===== config.mk =====
export PLATFORM = sky130hd
export DESIGN_NAME = banked_dual_mem
export DESIGN_NICKNAME = d
export VERILOG_FILES = /design/src/rtl/bmem_pkg.sv /design/src/rtl/bmem_ctrl.sv /design/src/rtl/bmem_datapath.sv /design/src/rtl/banked_dual_mem.sv
export SDC_FILE = /design/constraint.sdc
export NUM_CORES = 2
export LEC_CHECK = 0
export ABC_CLOCK_PERIOD_IN_PS = 5600
export BUFFER_PORTS_ARGS = -buffer_cell sky130_fd_sc_hd__buf_4
export CAP_MARGIN = 15
export CORE_AREA = 2 2 470 472
export CTS_BUF_LIST = sky130_fd_sc_hd__clkbuf_4
export DETAILED_ROUTE_END_ITERATION = 8
export DIE_AREA = 0 0 472 474
export PLACE_DENSITY = 0.73
export SYNTH_ARGS = -nofsm -noshare
export SYNTH_HDL_FRONTEND = slang
export SYNTH_SLANG_ARGS = --single-unit

===== constraint.sdc =====
create_clock -name clk -period 5.6 [get_ports clk]
set_input_delay 1.12 -clock clk [delete_from_list [all_inputs] [get_ports clk]]
set_output_delay 1.12 -clock clk [all_outputs]
set_load 0.02 [all_outputs]

===== src/rtl/bmem_pkg.sv =====
package bmem_pkg;
  // Strobes from control to datapath for one cycle.
  typedef struct packed {
    logic p0Go;  // port 0 accesses its bank this cycle
    logic p1Go;  // port 1 accesses its bank this cycle
    logic p0Rd;  // port 0 access is a read
    logic p1Rd;  // port 1 access is a read
  } bmem_strobe_t;
endpackage


===== src/rtl/bmem_ctrl.sv =====
module bmem_ctrl
  import bmem_pkg::*;
#(
  parameter int BANK_BITS = 2
) (
  input  logic                 clk,
  input  logic                 rst_n,
  input  logic                 p0Valid,
  input  logic                 p0WrEn,
  input  logic [BANK_BITS-1:0] p0Bank,
  input  logic                 p1Valid,
  input  logic                 p1WrEn,
  input  logic [BANK_BITS-1:0] p1Bank,
  output bmem_strobe_t         strobe,
  output logic                 p0Grant,
  output logic                 p1Grant,
  output logic                 p1Replay,
  output logic                 p0RdValid,
  output logic                 p1RdValid
);
  logic sameBank;

  always_comb begin
    sameBank     = p0Valid && p1Valid && (p0Bank == p1Bank);
    p0Grant      = p0Valid;              // fixed priority for port 0
    p1Grant      = p1Valid && !sameBank;
    p1Replay     = sameBank;
    strobe.p0Go  = p0Grant;
    strobe.p1Go  = p1Grant;
    strobe.p0Rd  = p0Grant && !p0WrEn;
    strobe.p1Rd  = p1Grant && !p1WrEn;
  end

  always_ff @(posedge clk) begin
    if (!rst_n) begin
      p0RdValid <= 1'b0;
      p1RdValid <= 1'b0;
    end else begin
      p0RdValid <= strobe.p0Rd;
      p1RdValid <= strobe.p1Rd;
    end
  end
endmodule


===== src/rtl/bmem_datapath.sv =====
module bmem_datapath
  import bmem_pkg::*;
#(
  parameter int NUM_BANKS = 4,
  parameter int ROWS      = 16,
  parameter int DATA_W    = 32,
  localparam int BANK_BITS = $clog2(NUM_BANKS),
  localparam int ROW_BITS  = $clog2(ROWS)
) (
  input  logic                 clk,
  input  bmem_strobe_t         strobe,
  input  logic [BANK_BITS-1:0] p0Bank,
  input  logic [ROW_BITS-1:0]  p0Row,
  input  logic [DATA_W-1:0]    p0WrData,
  input  logic [BANK_BITS-1:0] p1Bank,
  input  logic [ROW_BITS-1:0]  p1Row,
  input  logic [DATA_W-1:0]    p1WrData,
  output logic [DATA_W-1:0]    p0RdData,
  output logic [DATA_W-1:0]    p1RdData
);
  logic [DATA_W-1:0]    bankOut [NUM_BANKS];
  logic [BANK_BITS-1:0] p0SelQ, p1SelQ;

  for (genvar b = 0; b < NUM_BANKS; b++) begin : g_bank
    logic [DATA_W-1:0] mem [ROWS];
    logic [DATA_W-1:0] readQ;
    logic              use0, use1;

    always_comb begin
      use0 = strobe.p0Go && (p0Bank == BANK_BITS'(b));
      use1 = strobe.p1Go && (p1Bank == BANK_BITS'(b));
    end

    // Single port per bank: control never grants both ports the same bank.
    always_ff @(posedge clk) begin
      if (use0) begin
        if (strobe.p0Rd) readQ <= mem[p0Row];
        else             mem[p0Row] <= p0WrData;
      end else if (use1) begin
        if (strobe.p1Rd) readQ <= mem[p1Row];
        else             mem[p1Row] <= p1WrData;
      end
    end

    assign bankOut[b] = readQ;
  end

  always_ff @(posedge clk) begin
    if (strobe.p0Rd) p0SelQ <= p0Bank;
    if (strobe.p1Rd) p1SelQ <= p1Bank;
  end

  assign p0RdData = bankOut[p0SelQ];
  assign p1RdData = bankOut[p1SelQ];
endmodule


===== src/rtl/banked_dual_mem.sv =====
module banked_dual_mem
  import bmem_pkg::*;
#(
  parameter int NUM_BANKS = 4,
  parameter int ADDR_W    = 6,
  parameter int DATA_W    = 32,
  localparam int BANK_BITS = $clog2(NUM_BANKS),
  localparam int ROW_BITS  = ADDR_W - BANK_BITS,
  localparam int ROWS      = 1 << ROW_BITS
) (
  input  logic              clk,
  input  logic              rst_n,
  input  logic              p0Valid,
  input  logic [ADDR_W-1:0] p0Addr,
  input  logic              p0WrEn,
  input  logic [DATA_W-1:0] p0WrData,
  input  logic              p1Valid,
  input  logic [ADDR_W-1:0] p1Addr,
  input  logic              p1WrEn,
  input  logic [DATA_W-1:0] p1WrData,
  output logic              p0Grant,
  output logic              p1Grant,
  output logic              p1Replay,
  output logic              p0RdValid,
  output logic [DATA_W-1:0] p0RdData,
  output logic              p1RdValid,
  output logic [DATA_W-1:0] p1RdData
);
  // Bank = low word-address bits (power-of-two bank count, at least 2).
  logic [BANK_BITS-1:0] p0Bank, p1Bank;
  logic [ROW_BITS-1:0]  p0Row,  p1Row;
  bmem_strobe_t         strobe;

  assign p0Bank = p0Addr[BANK_BITS-1:0];
  assign p1Bank = p1Addr[BANK_BITS-1:0];
  assign p0Row  = p0Addr[ADDR_W-1:BANK_BITS];
  assign p1Row  = p1Addr[ADDR_W-1:BANK_BITS];

  bmem_ctrl #(.BANK_BITS(BANK_BITS)) u_ctrl (
    .clk(clk), .rst_n(rst_n),
    .p0Valid(p0Valid), .p0WrEn(p0WrEn), .p0Bank(p0Bank),
    .p1Valid(p1Valid), .p1WrEn(p1WrEn), .p1Bank(p1Bank),
    .strobe(strobe),
    .p0Grant(p0Grant), .p1Grant(p1Grant), .p1Replay(p1Replay),
    .p0RdValid(p0RdValid), .p1RdValid(p1RdValid)
  );

  bmem_datapath #(.NUM_BANKS(NUM_BANKS), .ROWS(ROWS), .DATA_W(DATA_W)) u_data (
    .clk(clk), .strobe(strobe),
    .p0Bank(p0Bank), .p0Row(p0Row), .p0WrData(p0WrData),
    .p1Bank(p1Bank), .p1Row(p1Row), .p1WrData(p1WrData),
    .p0RdData(p0RdData), .p1RdData(p1RdData)
  );
endmodule


Yosys cells after proc, flatten, opt, wreduce, memory -nomap -nowiden
Memories as Yosys holds them, arrays and structs flattened.
Index checks and enable logic that the tools add are counted.
W data, S select, Z words.
{"block": "word_totals", "register_bits": 134, "ram_bits": 2048, "input_bits": 82, "output_inout_bits": 69, "word_cells": 117, "n_memories": 4}
{"name": "u_data.g_bank[0].mem", "words": 16, "width": 32, "read_ports": 2, "rd_clocked_by_memory_dff": 0, "write_ports": 1, "line": "bmem_datapath.sv:25", "text": "logic [DATA_W-1:0] mem [ROWS];"}
{"name": "u_data.g_bank[1].mem", "words": 16, "width": 32, "read_ports": 2, "rd_clocked_by_memory_dff": 0, "write_ports": 1, "line": "bmem_datapath.sv:25"}
{"name": "u_data.g_bank[2].mem", "words": 16, "width": 32, "read_ports": 2, "rd_clocked_by_memory_dff": 0, "write_ports": 1, "line": "bmem_datapath.sv:25"}
{"name": "u_data.g_bank[3].mem", "words": 16, "width": 32, "read_ports": 2, "rd_clocked_by_memory_dff": 0, "write_ports": 1, "line": "bmem_datapath.sv:25"}
{"block": "classes", "n_lt_le_gt_ge": 2, "n_eq_ne": 11, "n_mux": 56, "bitwise_logic": 2, "n_reduce_logical": 34}
{"op": "$mux W32", "count": 24}
{"op": "$bmux W32 S2", "count": 2}
{"op": "$reduce_or A32 Y1", "count": 4}
{"op": "$mux W1", "count": 26}
{"op": "$mux W4", "count": 4}
{"op": "$reduce_bool A2 Y1", "count": 8}
{"op": "$logic_and A1 B1 Y1", "count": 13}
{"op": "$reduce_and A3 Y1", "count": 4}
{"op": "$eq A2 B2 Y1 const B", "count": 4}
{"op": "$ne A2 B2 Y1 const B", "count": 4}
{"op": "$ge A3 B3 Y1 const B", "count": 2}
{"op": "$not A2 Y3", "count": 2}
{"op": "$eq A2 B1 Y1 const B", "count": 2}
{"op": "$logic_not A2 Y1", "count": 2}
{"op": "$logic_not A1 Y1", "count": 3}
{"op": "$eq A2 B2 Y1", "count": 1}

Depth between registers and ports, before layout
{"block": "logic_depth", "ltp_word": 11, "depth_mapped": 9, "ltp_nobuf": 4}

By module
A second synthesis with hierarchy kept.
{"block": "hier_totals", "hier_cells": 5235, "area_unflattened_um2": 102205.5}
{"module": "bmem_datapath", "instances": 1, "cells_each": 5219, "area_per_inst_um2": 102069.1, "seq_area_each_um2": 65462.8}
{"module": "bmem_ctrl", "instances": 1, "cells_each": 16, "area_per_inst_um2": 136.4, "seq_area_each_um2": 40.0}

Least setup slack after synthesis
OpenSTA, ideal clock, no wires.
{"block": "synth_path", "kind": "input to register", "from": "input p0Addr[2]", "to": "memory u_data.g_bank[0].mem[0][0] (enable)", "setup_ns": 0.502, "arrival_ns": 5.409, "required_time_ns": 5.098, "path_slack_ns": -0.310, "stages": 7, "path_buffers": 5, "cell_sequence": "buf_2 > buf_4 > buf_6 > buf_4 > buf_4 > mux2_2 > nor4_1"}
{"block": "synth_between", "elab_chain_cells": 1}
{"element": "start, declared", "line": "banked_dual_mem.sv:14", "text": "input logic [ADDR_W-1:0] p0Addr,"}
{"element": "$mux W4 (no source line)"}
{"element": "end, declared", "line": "bmem_datapath.sv:25"}
Every way passes these cells.

Final worst setup path
{"block": "layout_path", "from": "register u_data.p1SelQ[0]", "to": "output p1RdData[22]"}
{"block": "layout_between", "elab_chain_cells": 4}
{"element": "start, declared", "line": "bmem_datapath.sv:22", "text": "logic [BANK_BITS-1:0] p0SelQ, p1SelQ;"}
{"element": "start signal, assigned", "line": "bmem_datapath.sv:50", "text": "if (strobe.p1Rd) p1SelQ <= p1Bank;"}
{"element": "$not A2 Y3 (implied by the code)", "line": "bmem_datapath.sv:54", "text": "assign p1RdData = bankOut[p1SelQ];"}
{"element": "$bmux W32 S2", "line": "bmem_datapath.sv:54"}
{"element": "$mux W32 (implied by the code) (2 in series)", "line": "bmem_datapath.sv:54"}
{"element": "end, declared", "line": "banked_dual_mem.sv:27", "text": "output logic [DATA_W-1:0] p1RdData"}
Every way passes these cells. The select of a mux whose other input is x is not followed.

==> impl_summary.md <==
Floorplan
In this run the count of I/O pins placed on the die edge is 151. For this configuration, the core starts out at a cell density of 0.4679. The floorplan has 172 rows. The die covers 0.2237 mm2. The die span in x is 472 um.

The floorplan step defined a core boundary enclosing 0.2187 mm2. In this run the vertical extent of the chip is 474 um.

Setup path
By startpoint and endpoint, the worst setup path is classified as register to primary output. For the worst setup path, the data arrival time is 3700 ps. The worst setup path is captured at a primary output.

The cell family contributing the most delay on the critical path is flip-flops. The worst setup path is launched from a register. The number of buffers and inverters on the critical path is 2.

The number of cells on the critical path is 3. By instance count, the cell type seen most on the critical path is sky130_fd_sc_hd__buf_4. The most critical setup path has its startpoint at u_data.p1SelQ[0]. The end of the worst register-to-register path is u_data.g_bank[1].readQ[13]. In this run the critical register-to-register path is launched from u_data.g_bank[1].mem[10][13]. Traced cell by cell, the critical path runs through buf_4 > mux4_2 > buf_4. The cell count of the worst reg-to-reg path is 4. Across all register-to-register paths, the minimum setup slack is 3650 ps. The slowest stage of the critical path is the sky130_fd_sc_hd__edfxtp_1 cell. In this run the worst setup path terminates at p1RdData[22]. The maximum fanout encountered on the critical timing path is 13.

The critical path data required time is 4480 ps. The delay contributed by the slowest stage of the critical path is 1000 ps.

CTS
The clock net in this run drives a total of 2182 sinks. In this run the deepest clock path goes through 4 buffers. The number of resized instances in the post-cts repair step is 0. The number of setup buffers added after CTS is 0. In this run, CTS created clock tree buffers numbering 574. The maximum level of the CTS H-tree is 6.

The buffer type at the clock tree root is sky130_fd_sc_hd__clkbuf_4. The insertion delay of the later-clocked pin in the worst-skew pair is 1460 ps. TritonCTS built the clock tree. The clock-pin slew on the worst setup and hold paths is 70 ps.

Power and ir drop
Of the total power, the share spent switching nets is 0.2459. The share of total power dissipated in sequential elements is 0.524. The power dissipated by switching net loads is 8.592 mW.

The share of total power dissipated in the clock network is 0.383. Summed over all cells, the static leakage comes to 37.87 nW. Of the total power, combinational logic draws 0.094.

The internal portion of the total power is 26.35 mW. The total power density per cell area is 305.5 mW/mm2. VDD sags by at most 0.2211 mV.

Yosys
The cell taking the most area after synthesis is sky130_fd_sc_hd__edfxtp_1. Counting flops with an async set or reset pin after synthesis yields a share of 0. The basic-gate share of the synthesized area counting and, or, nand and nor cells is 0.03196. After synthesis, the netlist uses 52 different library cells. The commonest register cell after synthesis is sky130_fd_sc_hd__edfxtp_1. The adder-cell area share of the yosys netlist is 0. The combinational family with the most area after synthesis is multiplexers. The fraction of synthesized area in multiplexers is 0.2776. Yosys attributes the largest share of cell area to sky130_fd_sc_hd__edfxtp_1 64%, sky130_fd_sc_hd__mux4_2 22%, sky130_fd_sc_hd__mux2i_1 3.5%. The share of synthesized area in the top cell type comes to 0.6399.

Of the total synthesized cell area, the portion taken by XOR and XNOR cells is 0.0001712. The fraction of the yosys area taken by sequential cells is 0.6403. The number of enable flip-flop cells after synthesis is 2180. The mapped cell area is 0.1023 mm2. The number of synthesized register bits is 2182. In this run the mean area of a mapped cell was 19.00 um2. Synthesis produced a netlist with a net count of 5465. The share of the synthesized area in compound gates (AO/OA/AOI/OAI) is 0.03049. The cell count after synthesis came out at 5383. For this run, the number of Yosys warnings is 0.

Place
The congestion estimate from routability-driven global placement came to 0.9301. The placed cell count is 8180. The total of buffers placed on input and output ports is 150. The sum of net half-perimeters after detailed placement is 185300 um.

STA
Measured against its own limit, the worst slew margin works out to 0.1450. The number of failing setup endpoints in the final timing report is 0. Clock skew on the completed layout was measured at 97.90 ps.

Setup repair after global routing left no endpoint under its margin. The worst slack on hold paths is 253.0 ps. Subtracting the final worst setup slack from the clock period gives 4817 ps. The maximum clock rate is 207.6 MHz. The total count of hold-check failures in the final report is 0. The final max-slew violation count is 0.

The final cycle utilization of the critical path is 0.8602. The transition time at the pin with the least slew margin is 1277 ps.

Drt
The total via count after detailed routing is 62330. Once detail routing completed, the nets flagged for antenna violations numbered 0. The average detailed-routed wire length per instance is 34.33 um.

For this run, design rule violations remaining after detail routing come to 0. In the routed layout, each cell is associated on average with a via count of 6.781. The number of DRC markers after the initial detailed-route iteration is 8500. The pre-antenna-repair detailed-routing pass consisted of 6 iterations. The total routed wirelength is 315600 um.

Worst hold path
The path category of the worst min-delay check is input port to register.

Finish
In the final design database the tool counted 5973 nets. The most common cell after layout, fill and taps aside is sky130_fd_sc_hd__edfxtp_1. The library cells used most frequently in the layout, excluding fill and tap cells, are 2180 x sky130_fd_sc_hd__edfxtp_1, 1013 x sky130_fd_sc_hd__mux4_2, 809 x sky130_fd_sc_hd__clkbuf_4, 660 x sky130_fd_sc_hd__nand2_1, 354 x sky130_fd_sc_hd__mux2i_1.

Relative to the synthesized area, the layout overhead comes to 11.82%. Of the cells placed in the final design, the portion with a size suffix greater than 1 is 0.3964. The number of cells in the finished layout apart from fillers is 9192.

GRT
The first-pass GRT wire length is 444500 um. The number of global-route vias before repair is 63140. The overall global routing resource usage is 0.2804.

Entering global routing, the biggest net connects 125 pins. The remaining global-route overflow is 0. The number of antenna violations at the first check in global routing is 44.

Flow run
The max-capacitance violation count is 0.

Outcome
The run finished with clean final reports.
## worst min-delay path by stage
stage | cells after the start | start | endpoint
after global placement | 4 | u_data.g_bank[3].mem[0][24] | u_data.g_bank[3].readQ[24]
final | 3 | p0Addr[5] | u_data.g_bank[3].readQ[24]
after detailed placement | 4 | u_data.g_bank[3].mem[0][24] | u_data.g_bank[3].readQ[24]
after CTS | 3 | p0Addr[5] | u_data.g_bank[3].readQ[24]
after floorplan | 4 | u_data.g_bank[3].mem[14][17] | u_data.g_bank[3].readQ[17]
after global routing | 3 | p0Addr[5] | u_data.g_bank[3].readQ[24]
## synth_stat cells, drive strengths merged, types with 2 or more instances
library cell / count
edfxtp: 2180
mux4: 1013
nand2: 660
mux2i: 354
buf: 235
clkbuf: 186
mux2: 181
a221o: 114
o22ai: 99
a21oi: 64
nor3: 53
a22oi: 43
a31oi: 36
nor2: 25
a221oi: 20
o21ai: 17
nor2b: 14
a32oi: 13
nor4: 9
inv: 7
and2: 6
and3: 6
nand2b: 6
nand3: 6
nand4: 5
nand3b: 4
a2bb2oi: 3
nor3b: 3
o2111ai: 3
and3b: 2
dfxtp: 2
o31ai: 2
xnor2: 2
## area by class of cell
type,count,area [um2]
flip-flops and latches,2182,65500
diodes,73,182.7
well taps,2871,3592
clock buffers,808,6066
fillers,17160,104300
repair buffers,353,3063
inverters,7,41.29
multi-input cells,2773,35290
clock inverters,125,653.1
## registers in the layout, summed over array words and instances, names as in the netlist
name / cells
u_ctrl.p0RdValid: 1
u_data.g_bank.mem: 2048
u_data.p1SelQ: 2
u_ctrl.p1RdValid: 1
u_data.g_bank.readQ: 128
u_data.p0SelQ: 2
## power groups by stage
stage               sequential (mW)  combinational [mW]  clock (mW)
CTS                            18.3                3.21        13.5
detailed placement             18.7                3.20           0
finish                         18.3                3.27        13.4
global route                   18.3                3.39        14.3
floorplan                      18.6                2.09           0
global placement               18.6                3.14           0
## stage by stage
| step | cell area [um2] | setup slack (ps) | setup TNS, ps | util | power (mW) |
|---|---|---|---|---|---|
| after CTS | 114200 | 702.9 | 0 | 0.5223 | 35.01 |
| final | 114400 | 782.6 | 0 | 0.5232 | 34.94 |
| after global placement | 107400 | 1248 | 0 | 0.4913 | 21.78 |
| after detailed placement | 107400 | 1123 | 0 | 0.4914 | 21.85 |
| after global routing | 114300 | 690.1 | 0 | 0.5227 | 36.04 |
| after floorplan | 102300 | -310.3 | -36250 | - | 20.68 |
## timing repair
action / CTS / global route
endpoints found under the hold margin: 6 / 0
endpoints found under the setup margin: 0 / 0
hold buffers: 5 / 0
## worst reg2reg max path: cells and delay by family (launching register included)
kind               cells  cell delay [ps]
AOI/OAI and AO/OA      2              520
DFF                    1              390
muxes                  2              740
## metal layers
layer	global-route usage	wire (um)	vias up
li1	-	-	24310
met1	0.3417	105600	32250
met2	0.4212	145700	4721
met3	0.09140	40980	1021
met4	0.2021	22840	26
met5	0.01082	469	-
## kinds of logic (layout without fill, tap and decap cells)
group	Yosys count	in the layout
other cells	0	73
flops	2182	2182
mux	1548	1548
xor+xnor	2	2
simple gates	803	803
buf+inv	428	1293
compound gates	420	420
Power figures use the tool's default switching activity.
